**src/rtl/sram_ctrl_pkg.sv**
```systemverilog
package sram_ctrl_pkg;

    typedef enum logic [2:0] {
        ST_IDLE,
        ST_RD_ACC,
        ST_RD_REC,
        ST_WR_SET,
        ST_WR_PULSE,
        ST_WR_HOLD,
        ST_WR_REC
    } seq_state_e;

    // nanoseconds to whole clock cycles, rounded up, never below one
    function automatic int ns_to_cyc(input int t_ns, input int period_ns);
        int c;
        c = (t_ns + period_ns - 1) / period_ns;
        if (c < 1) c = 1;
        return c;
    endfunction

    function automatic int max2(input int a, input int b);
        return (a > b) ? a : b;
    endfunction

endpackage

```
**src/rtl/sram_cycle_timer.sv**
```systemverilog
module sram_cycle_timer #(
    parameter int CNT_W = 4
) (
    input  logic             clk,
    input  logic             rst_n,
    input  logic             load,
    input  logic [CNT_W-1:0] load_val,
    output logic             done
);
    logic [CNT_W-1:0] cnt_d, cnt_q;

    always_comb begin
        cnt_d = cnt_q;
        if (load) begin
            cnt_d = load_val;
        end else if (cnt_q != '0) begin
            cnt_d = cnt_q - 1'b1;
        end
    end

    always_ff @(posedge clk or negedge rst_n) begin
        if (!rst_n) cnt_q <= '0;
        else        cnt_q <= cnt_d;
    end

    assign done = (cnt_q == '0);
endmodule

```
**src/rtl/sram_rd_capture.sv**
```systemverilog
module sram_rd_capture #(
    parameter int DATA_W = 8
) (
    input  logic              clk,
    input  logic              rst_n,
    input  logic              cap,
    input  logic [DATA_W-1:0] bus_in,
    output logic              rd_valid,
    output logic [DATA_W-1:0] rd_data
);
    typedef struct packed {
        logic              vld;
        logic [DATA_W-1:0] dat;
    } cap_t;

    cap_t cap_d, cap_q;

    always_comb begin
        cap_d     = cap_q;
        cap_d.vld = cap;
        if (cap) cap_d.dat = bus_in;
    end

    always_ff @(posedge clk or negedge rst_n) begin
        if (!rst_n) cap_q <= '0;
        else        cap_q <= cap_d;
    end

    assign rd_valid = cap_q.vld;
    assign rd_data  = cap_q.dat;

    assert_rdvalid_pulse_R2: assert property (@(posedge clk) disable iff (!rst_n)
        rd_valid |=> !rd_valid);
endmodule

```
**src/rtl/sram_seq_fsm.sv**
```systemverilog
module sram_seq_fsm
    import sram_ctrl_pkg::*;
#(
    parameter int ADDR_W    = 18,
    parameter int DATA_W    = 8,
    parameter int CNT_W     = 4,
    parameter int ACC_CYC   = 9,
    parameter int RREC_CYC  = 1,
    parameter int WP_CYC    = 7,
    parameter int WREC_CYC  = 1
) (
    input  logic              clk,
    input  logic              rst_n,
    input  logic              req_valid,
    input  logic              req_write,
    input  logic [ADDR_W-1:0] req_addr,
    input  logic [DATA_W-1:0] req_wdata,
    output logic              req_ready,
    input  logic              tmr_done,
    output logic              tmr_load,
    output logic [CNT_W-1:0]  tmr_val,
    output logic              cap,
    output logic [ADDR_W-1:0] addr,
    output logic [DATA_W-1:0] wdat,
    output logic              drv,
    output logic              ce_n,
    output logic              we_n,
    output logic              oe_n
);
    localparam logic [CNT_W-1:0] ACC_LD  = CNT_W'(ACC_CYC - 1);
    localparam logic [CNT_W-1:0] RREC_LD = CNT_W'(RREC_CYC - 1);
    localparam logic [CNT_W-1:0] WP_LD   = CNT_W'(WP_CYC - 1);
    localparam logic [CNT_W-1:0] WREC_LD = CNT_W'(WREC_CYC - 1);

    typedef struct packed {
        seq_state_e        st;
        logic              ce_n;
        logic              we_n;
        logic              oe_n;
        logic              drv;
        logic [ADDR_W-1:0] addr;
        logic [DATA_W-1:0] wdat;
    } seq_t;

    seq_t seq_d, seq_q;

    always_comb begin
        seq_d    = seq_q;
        tmr_load = 1'b0;
        tmr_val  = '0;
        cap      = 1'b0;
        unique case (seq_q.st)
            ST_IDLE: begin
                if (req_valid) begin
                    seq_d.addr = req_addr;
                    seq_d.ce_n = 1'b0;
                    tmr_load   = 1'b1;
                    if (req_write) begin
                        seq_d.st   = ST_WR_SET;
                        seq_d.wdat = req_wdata;
                        seq_d.drv  = 1'b1;
                        tmr_val    = '0;
                    end else begin
                        seq_d.st   = ST_RD_ACC;
                        seq_d.oe_n = 1'b0;
                        tmr_val    = ACC_LD;
                    end
                end
            end
            ST_RD_ACC: begin
                if (tmr_done) begin
                    cap        = 1'b1;
                    seq_d.ce_n = 1'b1;
                    seq_d.oe_n = 1'b1;
                    seq_d.st   = ST_RD_REC;
                    tmr_load   = 1'b1;
                    tmr_val    = RREC_LD;
                end
            end
            ST_RD_REC: begin
                if (tmr_done) seq_d.st = ST_IDLE;
            end
            ST_WR_SET: begin
                if (tmr_done) begin
                    seq_d.we_n = 1'b0;
                    seq_d.st   = ST_WR_PULSE;
                    tmr_load   = 1'b1;
                    tmr_val    = WP_LD;
                end
            end
            ST_WR_PULSE: begin
                if (tmr_done) begin
                    seq_d.we_n = 1'b1;
                    seq_d.st   = ST_WR_HOLD;
                    tmr_load   = 1'b1;
                    tmr_val    = '0;
                end
            end
            ST_WR_HOLD: begin
                if (tmr_done) begin
                    seq_d.ce_n = 1'b1;
                    seq_d.drv  = 1'b0;
                    seq_d.st   = ST_WR_REC;
                    tmr_load   = 1'b1;
                    tmr_val    = WREC_LD;
                end
            end
            ST_WR_REC: begin
                if (tmr_done) seq_d.st = ST_IDLE;
            end
            default: seq_d.st = ST_IDLE;
        endcase
    end

    always_ff @(posedge clk or negedge rst_n) begin
        if (!rst_n) begin
            seq_q      <= '0;
            seq_q.st   <= ST_IDLE;
            seq_q.ce_n <= 1'b1;
            seq_q.we_n <= 1'b1;
            seq_q.oe_n <= 1'b1;
        end else begin
            seq_q <= seq_d;
        end
    end

    assign req_ready = (seq_q.st == ST_IDLE);
    assign addr      = seq_q.addr;
    assign wdat      = seq_q.wdat;
    assign drv       = seq_q.drv;
    assign ce_n      = seq_q.ce_n;
    assign we_n      = seq_q.we_n;
    assign oe_n      = seq_q.oe_n;

    assert_we_needs_ce_R3: assert property (@(posedge clk) disable iff (!rst_n)
        !we_n |-> !ce_n);
    assert_oe_off_in_write_R3: assert property (@(posedge clk) disable iff (!rst_n)
        !we_n |-> oe_n);
    assert_no_contention_R5: assert property (@(posedge clk) disable iff (!rst_n)
        !oe_n |-> !drv);
    assert_drv_before_we_R5: assert property (@(posedge clk) disable iff (!rst_n)
        $fell(we_n) |-> $past(drv));
    assert_addr_stable_R4: assert property (@(posedge clk) disable iff (!rst_n)
        (!ce_n && $past(!ce_n)) |-> $stable(addr));
    assert_busy_not_ready_R8: assert property (@(posedge clk) disable iff (!rst_n)
        !ce_n |-> !req_ready);
endmodule

```
**src/rtl/sram_bus_ctrl.sv**
```systemverilog
module sram_bus_ctrl
    import sram_ctrl_pkg::*;
#(
    parameter int CLK_PERIOD_NS = 8,
    parameter int SPEED_GRADE   = 0,
    parameter int ADDR_W        = 18,
    parameter int DATA_W        = 8
) (
    input  logic              clk,
    input  logic              rst_n,
    input  logic              req_valid,
    output logic              req_ready,
    input  logic              req_write,
    input  logic [ADDR_W-1:0] req_addr,
    input  logic [DATA_W-1:0] req_wdata,
    output logic              rd_valid,
    output logic [DATA_W-1:0] rd_data,
    output logic [ADDR_W-1:0] sram_addr,
    output logic [DATA_W-1:0] sram_dq_out,
    input  logic [DATA_W-1:0] sram_dq_in,
    output logic              sram_dq_oe,
    output logic              sram_ce_n,
    output logic              sram_we_n,
    output logic              sram_oe_n
);
    localparam bit SLOW = (SPEED_GRADE != 0);
    localparam int T_ACC_NS = SLOW ? 100 : 70;
    localparam int T_OE_NS  = SLOW ? 50  : 35;
    localparam int T_RC_NS  = SLOW ? 100 : 70;
    localparam int T_WC_NS  = SLOW ? 100 : 70;
    localparam int T_WP_NS  = SLOW ? 75  : 55;
    localparam int T_DS_NS  = SLOW ? 40  : 30;
    localparam int T_WR_NS  = 5;

    localparam int ACC_CYC  = max2(ns_to_cyc(T_ACC_NS, CLK_PERIOD_NS),
                                   ns_to_cyc(T_OE_NS, CLK_PERIOD_NS));
    localparam int RC_CYC   = ns_to_cyc(T_RC_NS, CLK_PERIOD_NS);
    localparam int WC_CYC   = ns_to_cyc(T_WC_NS, CLK_PERIOD_NS);
    localparam int WP_CYC   = max2(ns_to_cyc(T_WP_NS, CLK_PERIOD_NS),
                                   ns_to_cyc(T_DS_NS, CLK_PERIOD_NS));
    localparam int WR_CYC   = ns_to_cyc(T_WR_NS, CLK_PERIOD_NS);
    localparam int RREC_CYC = max2(1, RC_CYC - ACC_CYC);
    localparam int WREC_CYC = max2(max2(1, WR_CYC), WC_CYC - WP_CYC - 2);
    localparam int MAX_CYC  = max2(max2(ACC_CYC, WP_CYC), max2(RREC_CYC, WREC_CYC));
    localparam int CNT_W    = $clog2(MAX_CYC + 1);

    logic             tmr_load;
    logic [CNT_W-1:0] tmr_val;
    logic             tmr_done;
    logic             cap;

    sram_cycle_timer #(.CNT_W(CNT_W)) i_timer (
        .clk      (clk),
        .rst_n    (rst_n),
        .load     (tmr_load),
        .load_val (tmr_val),
        .done     (tmr_done)
    );

    sram_seq_fsm #(
        .ADDR_W   (ADDR_W),
        .DATA_W   (DATA_W),
        .CNT_W    (CNT_W),
        .ACC_CYC  (ACC_CYC),
        .RREC_CYC (RREC_CYC),
        .WP_CYC   (WP_CYC),
        .WREC_CYC (WREC_CYC)
    ) i_seq (
        .clk       (clk),
        .rst_n     (rst_n),
        .req_valid (req_valid),
        .req_write (req_write),
        .req_addr  (req_addr),
        .req_wdata (req_wdata),
        .req_ready (req_ready),
        .tmr_done  (tmr_done),
        .tmr_load  (tmr_load),
        .tmr_val   (tmr_val),
        .cap       (cap),
        .addr      (sram_addr),
        .wdat      (sram_dq_out),
        .drv       (sram_dq_oe),
        .ce_n      (sram_ce_n),
        .we_n      (sram_we_n),
        .oe_n      (sram_oe_n)
    );

    sram_rd_capture #(.DATA_W(DATA_W)) i_cap (
        .clk      (clk),
        .rst_n    (rst_n),
        .cap      (cap),
        .bus_in   (sram_dq_in),
        .rd_valid (rd_valid),
        .rd_data  (rd_data)
    );

    assert_capture_in_read_R2: assert property (@(posedge clk) disable iff (!rst_n)
        rd_valid |-> ($past(!sram_oe_n) && $past(!sram_ce_n) && $past(sram_we_n)));
endmodule

```
**config.mk**
```make
export PLATFORM = sky130hd
export DESIGN_NAME = sram_bus_ctrl
export DESIGN_NICKNAME = d
export VERILOG_FILES = /design/src/rtl/sram_ctrl_pkg.sv /design/src/rtl/sram_cycle_timer.sv /design/src/rtl/sram_rd_capture.sv /design/src/rtl/sram_seq_fsm.sv /design/src/rtl/sram_bus_ctrl.sv
export SDC_FILE = /design/constraint.sdc
export NUM_CORES = 1
export LEC_CHECK = 0
export ABC_AREA = 1
export CAP_MARGIN = 20
export CORE_ASPECT_RATIO = 0.75
export CORE_UTILIZATION = 45
export DETAILED_ROUTE_END_ITERATION = 10
export HOLD_SLACK_MARGIN = 0.03
export PLACE_DENSITY = 0.78
export SYNTH_ARGS = -nofsm -noshare
export SYNTH_HDL_FRONTEND = slang
export SYNTH_SLANG_ARGS = --single-unit
```
**constraint.sdc**
```tcl
create_clock -name clk -period 1.65 [get_ports clk]
set_input_delay 0.165 -clock clk [delete_from_list [all_inputs] [get_ports clk]]
set_output_delay 0.165 -clock clk [all_outputs]
set_load 0.05 [all_outputs]
```
## Word-level counts from Yosys, hierarchy flattened

Cells that the tools add are included.

| cells by class | value |
|---|---|
| reduce and logical (&&, ||, !) cells | 17 |
| equality and inequality tests | 14 |
| mux-type cells | 28 |
| $add $sub $neg | 1 |
| shift operators | 0 |
| order comparisons | 0 |
| div/mod/pow operators | 0 |
| $mul | 0 |
| bitwise logic cells | 0 |

Operator list:

| operator | number |
|---|---|
| $mux W28 | 1 |
| $mux W4 | 7 |
| $pmux W3 S6 | 1 |
| $mux W3 | 4 |
| $ne A2 B1 Y1 const B | 6 |
| $reduce_and A4 Y1 | 3 |
| $eq A3 B3 Y1 const B | 3 |
| $mux W8 | 1 |
| $pmux W1 S2 | 4 |
| $pmux W4 S2 | 1 |
| $reduce_bool A2 Y1 | 4 |
| $mux W1 | 7 |
| $eq A3 B2 Y1 const B | 2 |
| $reduce_and A3 Y1 | 2 |
| $reduce_and A6 Y1 | 1 |
| $logic_not A4 Y1 | 1 |
| $ne A2 B2 Y1 const B | 2 |
| $reduce_bool A4 Y1 | 1 |
| $reduce_or A4 Y1 | 1 |
| $sub A4 B1 Y4 const B | 1 |
| $eq A3 B1 Y1 const B | 1 |
| $logic_not A3 Y1 | 1 |
| $pmux W1 S3 | 1 |
| $reduce_bool A3 Y1 | 1 |
| other kinds (3) | 3 |

| storage, ports and cells | value |
|---|---|
| bits in registers | 46 |
| bits in writable memories | 0 |
| memories | 0 |
| memory bits (read-only) | 0 |
| latch bits | 0 |

## Depth between registers and ports, before layout

| depth | value |
|---|---|
| depth in word-level cells | 4 |
| depth in mapped cells | 9 |

## By module

From an unflattened synthesis, not the netlist that was laid out.

| second synthesis, totals | value |
|---|---|
| cell total of the unflattened synthesis | 270 |
| area total of the unflattened synthesis | 2,249.7 um^2 |

By module, submodules not included:

| module | sequential area each (um^2) | instances | cells each | area each (um^2) |
|---|---|---|---|---|
| sram_seq_fsm | 829.5 | 1 | 201 | 1,676.6 |
| sram_rd_capture | 225.2 | 1 | 35 | 330.3 |
| sram_cycle_timer | 100.1 | 1 | 34 | 242.7 |

## Worst setup path after synthesis

Ideal clock, no wire load.

| path | value |
|---|---|
| path type | reg2reg |
| from | reg i_timer.cnt_q[0] |
| to | reg i_seq.seq_q[32] (netlist bit) |
| slack | 0.236 ns |
| setup time | 0.117 ns |
| arrival | 1.297 ns |
| data required time | 1.533 ns |
| cell stages (with the launch flop) | 10 |
| path through | dfrtp_1 > inv_1 > ha_1 > nand2_1 > nor2_2 > nor2_1 > nor2_4 > nand2_1 > nand2_1 > nand2_1 |

| between the ends | value |
|---|---|
| longest elaborated chain between the ends | 3 |
| elaborated cells on any way between the ends | 7 |
| classes of those cells | eq/ne (5); reduce/logical (2) |

RTL lines:

| item | line | source |
|---|---|---|
| from (decl) | sram_cycle_timer.sv:10 | `logic [CNT_W-1:0] cnt_d, cnt_q;` |
| from (signal assigned) | sram_cycle_timer.sv:23 | `else cnt_q <= cnt_d;` |
| $logic_not A4 Y1 * | sram_cycle_timer.sv:26 | `assign done = (cnt_q == '0);` |
| $ne A2 B1 Y1 (no source line) | n/a |  |
| $reduce_and A6 Y1 (no source line) * | n/a |  |
| to (signal assigned) | sram_seq_fsm.sv:123 | `seq_q <= seq_d;` |
| to (decl) | sram_seq_fsm.sv:45 | `seq_t seq_d, seq_q;` |

Every way passes the cells marked *; elsewhere a longest branch is shown, timed or not.
A chain may end at the register's enable or synchronous reset.

## Worst setup path after layout

| path | value |
|---|---|
| from | reg i_seq.seq_q (netlist bit i_seq.addr[16]) |
| to | out sram_addr[16] |

RTL lines:

| item | line | source |
|---|---|---|
| to (decl) | sram_bus_ctrl.sv:18 | `output logic [ADDR_W-1:0] sram_addr,` |

No word-level cell between the ends.

==> results.ini <==
[synthesis]
synth_most_common_cell = nand2_1
netlist_area_um2 = 2190
yosys.area.top_type_share_pct = 49.2
syn-mean-instance-area_um2 = 8.42
synth_edf_count = 0
netlist_instances = 260
ys_top_cells_by_area = dfrtp_1 (49%), nand2_1 (22%), buf_4 (8.9%), dfstp_2 (3.6%), nand3_1 (2.7%)
ys_types = 24
ys.flop_type = dfrtp_1
synth.cells.most_frequent = nand2_1 (129), dfrtp_1 (43), buf_4 (26), nand3_1 (12), inv_1 (9)
synth_nets = 299
synth_top_area_cell = dfrtp_1
async_flop_share_pct = 100
ys_seq_area_share_pct = 52.8
synth_seq_cells = 46
ys_warn_count = 0

[timing]
finClkSkew_ps = 4.01
fin_crit_ps = 1600
worst_slack_ps = 48.9
rsz0062_at_grt = no
slew_violations = 0
fin_crit_sh_pct = 97.0
setup_viol = 0
finalHoldViolCount = 0
max_slew_margin_pct = 63.0
setup_tns_ps = 0
fmax_mhz = 625
tightestPinTransition_ps = 555

[final_layout]
nNetsFinal = 360
antenna_cells = 0
finalNonFillerCells = 379
drive_gt1_share_pct = 17.1
syn2layout_area_growth_pct = 35.2
fillCellCount = 392

[global_route]
use_met3_pct = 7.30
grt_max_degree = 47
track_usage_pct = 18.5
first_global_vias = 1645
grt.busiest_layer = met2
grt_overflow = 0
grt_first_pass_wirelength_um = 7210
antenna_found_initial = 0
grtUsageMet2_pct = 29.8
met1_usage_pct = 24.0

[place]
place_inst = 370
place_ws_ps = 150
dp_hpwl_um = 3310
gp_congestion = 0.787
portBuffers = 77

[die]
initial_utilization_pct = 47.9
row_count = 21
fp.dieW_um = 82.5
die_y_um = 62.4
coreArea_um2 = 4570
pin_count = 78
die_area_um2 = 5150

[worst_setup_path]
cp-start-kind = register
worstPathRequired_ps = 1480
crit_slowest_cell = clkdlybuf4s50_1
max_stage_delay_ps = 800
worst-path-max-fanout = 2
crit_chain = clkdlybuf4s50_1
critPathArrivalTime_ps = 1440
crit_buf_inv = 1
end_kind = output pin
critPathKind = register to output pin
worst-path-stages = 1
r2r_cells = 9
critPathTopFamily = buffers and inverters

[route]
wl_per_cell_um = 11.8
first_pass_iters = 6
vias_per_cell = 4.66
vias = 1765
routed_wl_um = 4490
dr.first_iter.drc_count = 142
drc = 0
route.antenna.remaining_nets = 0

[clock_network]
numCtsBuffers = 5
cts_root_buf = clkbuf_8
clk_pin_slew_ps = 90
clk_latency_ps = 290
cts_tree = done
cts.sinks = 46
clock_path_buffers = 2
cts_setup_buffers = 0
htree_levels = 2

[pwr]
vdd_ir_drop_max_mv = 1.35
p_per_area_nw_per_um2 = 2330
leakage_nw = 1.69

[min_path]
hold_class = input pin to register
whs_path_depth = 3

[flow_run]
cap_violations = 0

[run_status]
status = completed

[flip-flops by register name, indices dropped and copies added, names as in the netlist]
name and flops:
i_seq.drv 1, i_seq.oe_n 1, i_timer.cnt_q 4, i_seq.ce_n 1, i_seq.wdat 8, i_seq.seq_q 3, i_cap.rd_valid 1, i_cap.rd_data 8
i_seq.addr 18, i_seq.we_n 1
[area by class of cell]
type	instances	area, um2	share of cell area [%]
sequential	46	1150	39.0
timing repair buffer	83	806	27.2
multi-input combinational	171	763	25.8
clock buffer	7	96.3	3.26
tap	57	71.3	2.41
inverter	14	57.6	1.95
clock inverter	1	8.76	0.296
[final timing paths]
kind | slack [ps] | start | end
max | 50 | i_seq.addr[16]$_DFFE_PN0N_ | sram_addr[16]
min | 390 | req_addr[8] | i_seq.addr[8]$_DFFE_PN0N_
max reg2reg | 200 | i_timer.cnt_q[1]$_DFFE_PN0P_ | i_seq.seq_q[30]$_DFFE_PN0P_
min reg2reg | 470 | i_seq.ce_n$_DFFE_PN1P_ | i_seq.ce_n$_DFFE_PN1P_
max in group asynchronous | 790 | rst_n | i_seq.oe_n$_DFFE_PN1P_
min in group asynchronous | 480 | rst_n | i_cap.rd_data[2]$_DFFE_PN0P_
[per-stage QoR]
stage               hold slack [ps]  cell area, um2  power (W)  utilization, %
global placement                287            2800    0.00609            61.1
CTS                             387            2910    0.00695            63.7
detailed placement              283            2800    0.00618            61.1
global route                    390            2960    0.00733            64.7
floorplan                      -131            2190    0.00528               -
finish                          394            2960    0.00690            64.7
[report_power, final]
| group | switching, W | internal (W) | leakage, nW |
|---|---|---|---|
| clock | 0.000371 | 0.000384 | 0.0544 |
| combinational | 0.00282 | 0.00131 | 1.07 |
| sequential | 0.000338 | 0.00168 | 0.562 |
| total | 0.00353 | 0.00338 | 1.69 |
[routing by layer]
layer	part of all wire, %	wire, um
met1	46	2080
met2	46	2060
met3	7.8	352
met4	0	0
met5	0	0
[placed cells by master, fill, tap and decap left out]
cell	n
a21oi_1	5
buf_12	1
buf_2	1
buf_4	27
clkbuf_8	7
clkdlybuf4s50_1	38
clkinv_4	1
dfrtp_1	43
dfstp_2	3
dlygate4sd3_1	1
dlymetal6s2s_1	15
ha_1	1
inv_1	9
inv_2	3
inv_4	2
nand2_1	129
nand2_2	2
nand3_1	11
nand3_2	1
nand3_4	1
nand4_1	1
nor2_1	8
nor2_2	1
nor2_4	3
nor2_8	1
o211ai_2	1
o21ai_0	2
o21ai_1	2
o22a_1	1
xor2_1	1
[kinds of logic after synthesis]
logic type                 synth area share [%]
DFF                                        52.8
AOI/OAI and AO/OA                          3.03
adders and majority gates                 0.572
and+or+nand+nor                            30.4
buffers and inverters                      12.8
xor gates and xnor gates                  0.400
[repair_timing]
item,CTS,global route
resized for setup,0,17
setup endpoints to repair,0,19
hold buffers,1,0
endpoints found under the hold margin,43,0
(Power assumes the default switching activity.)
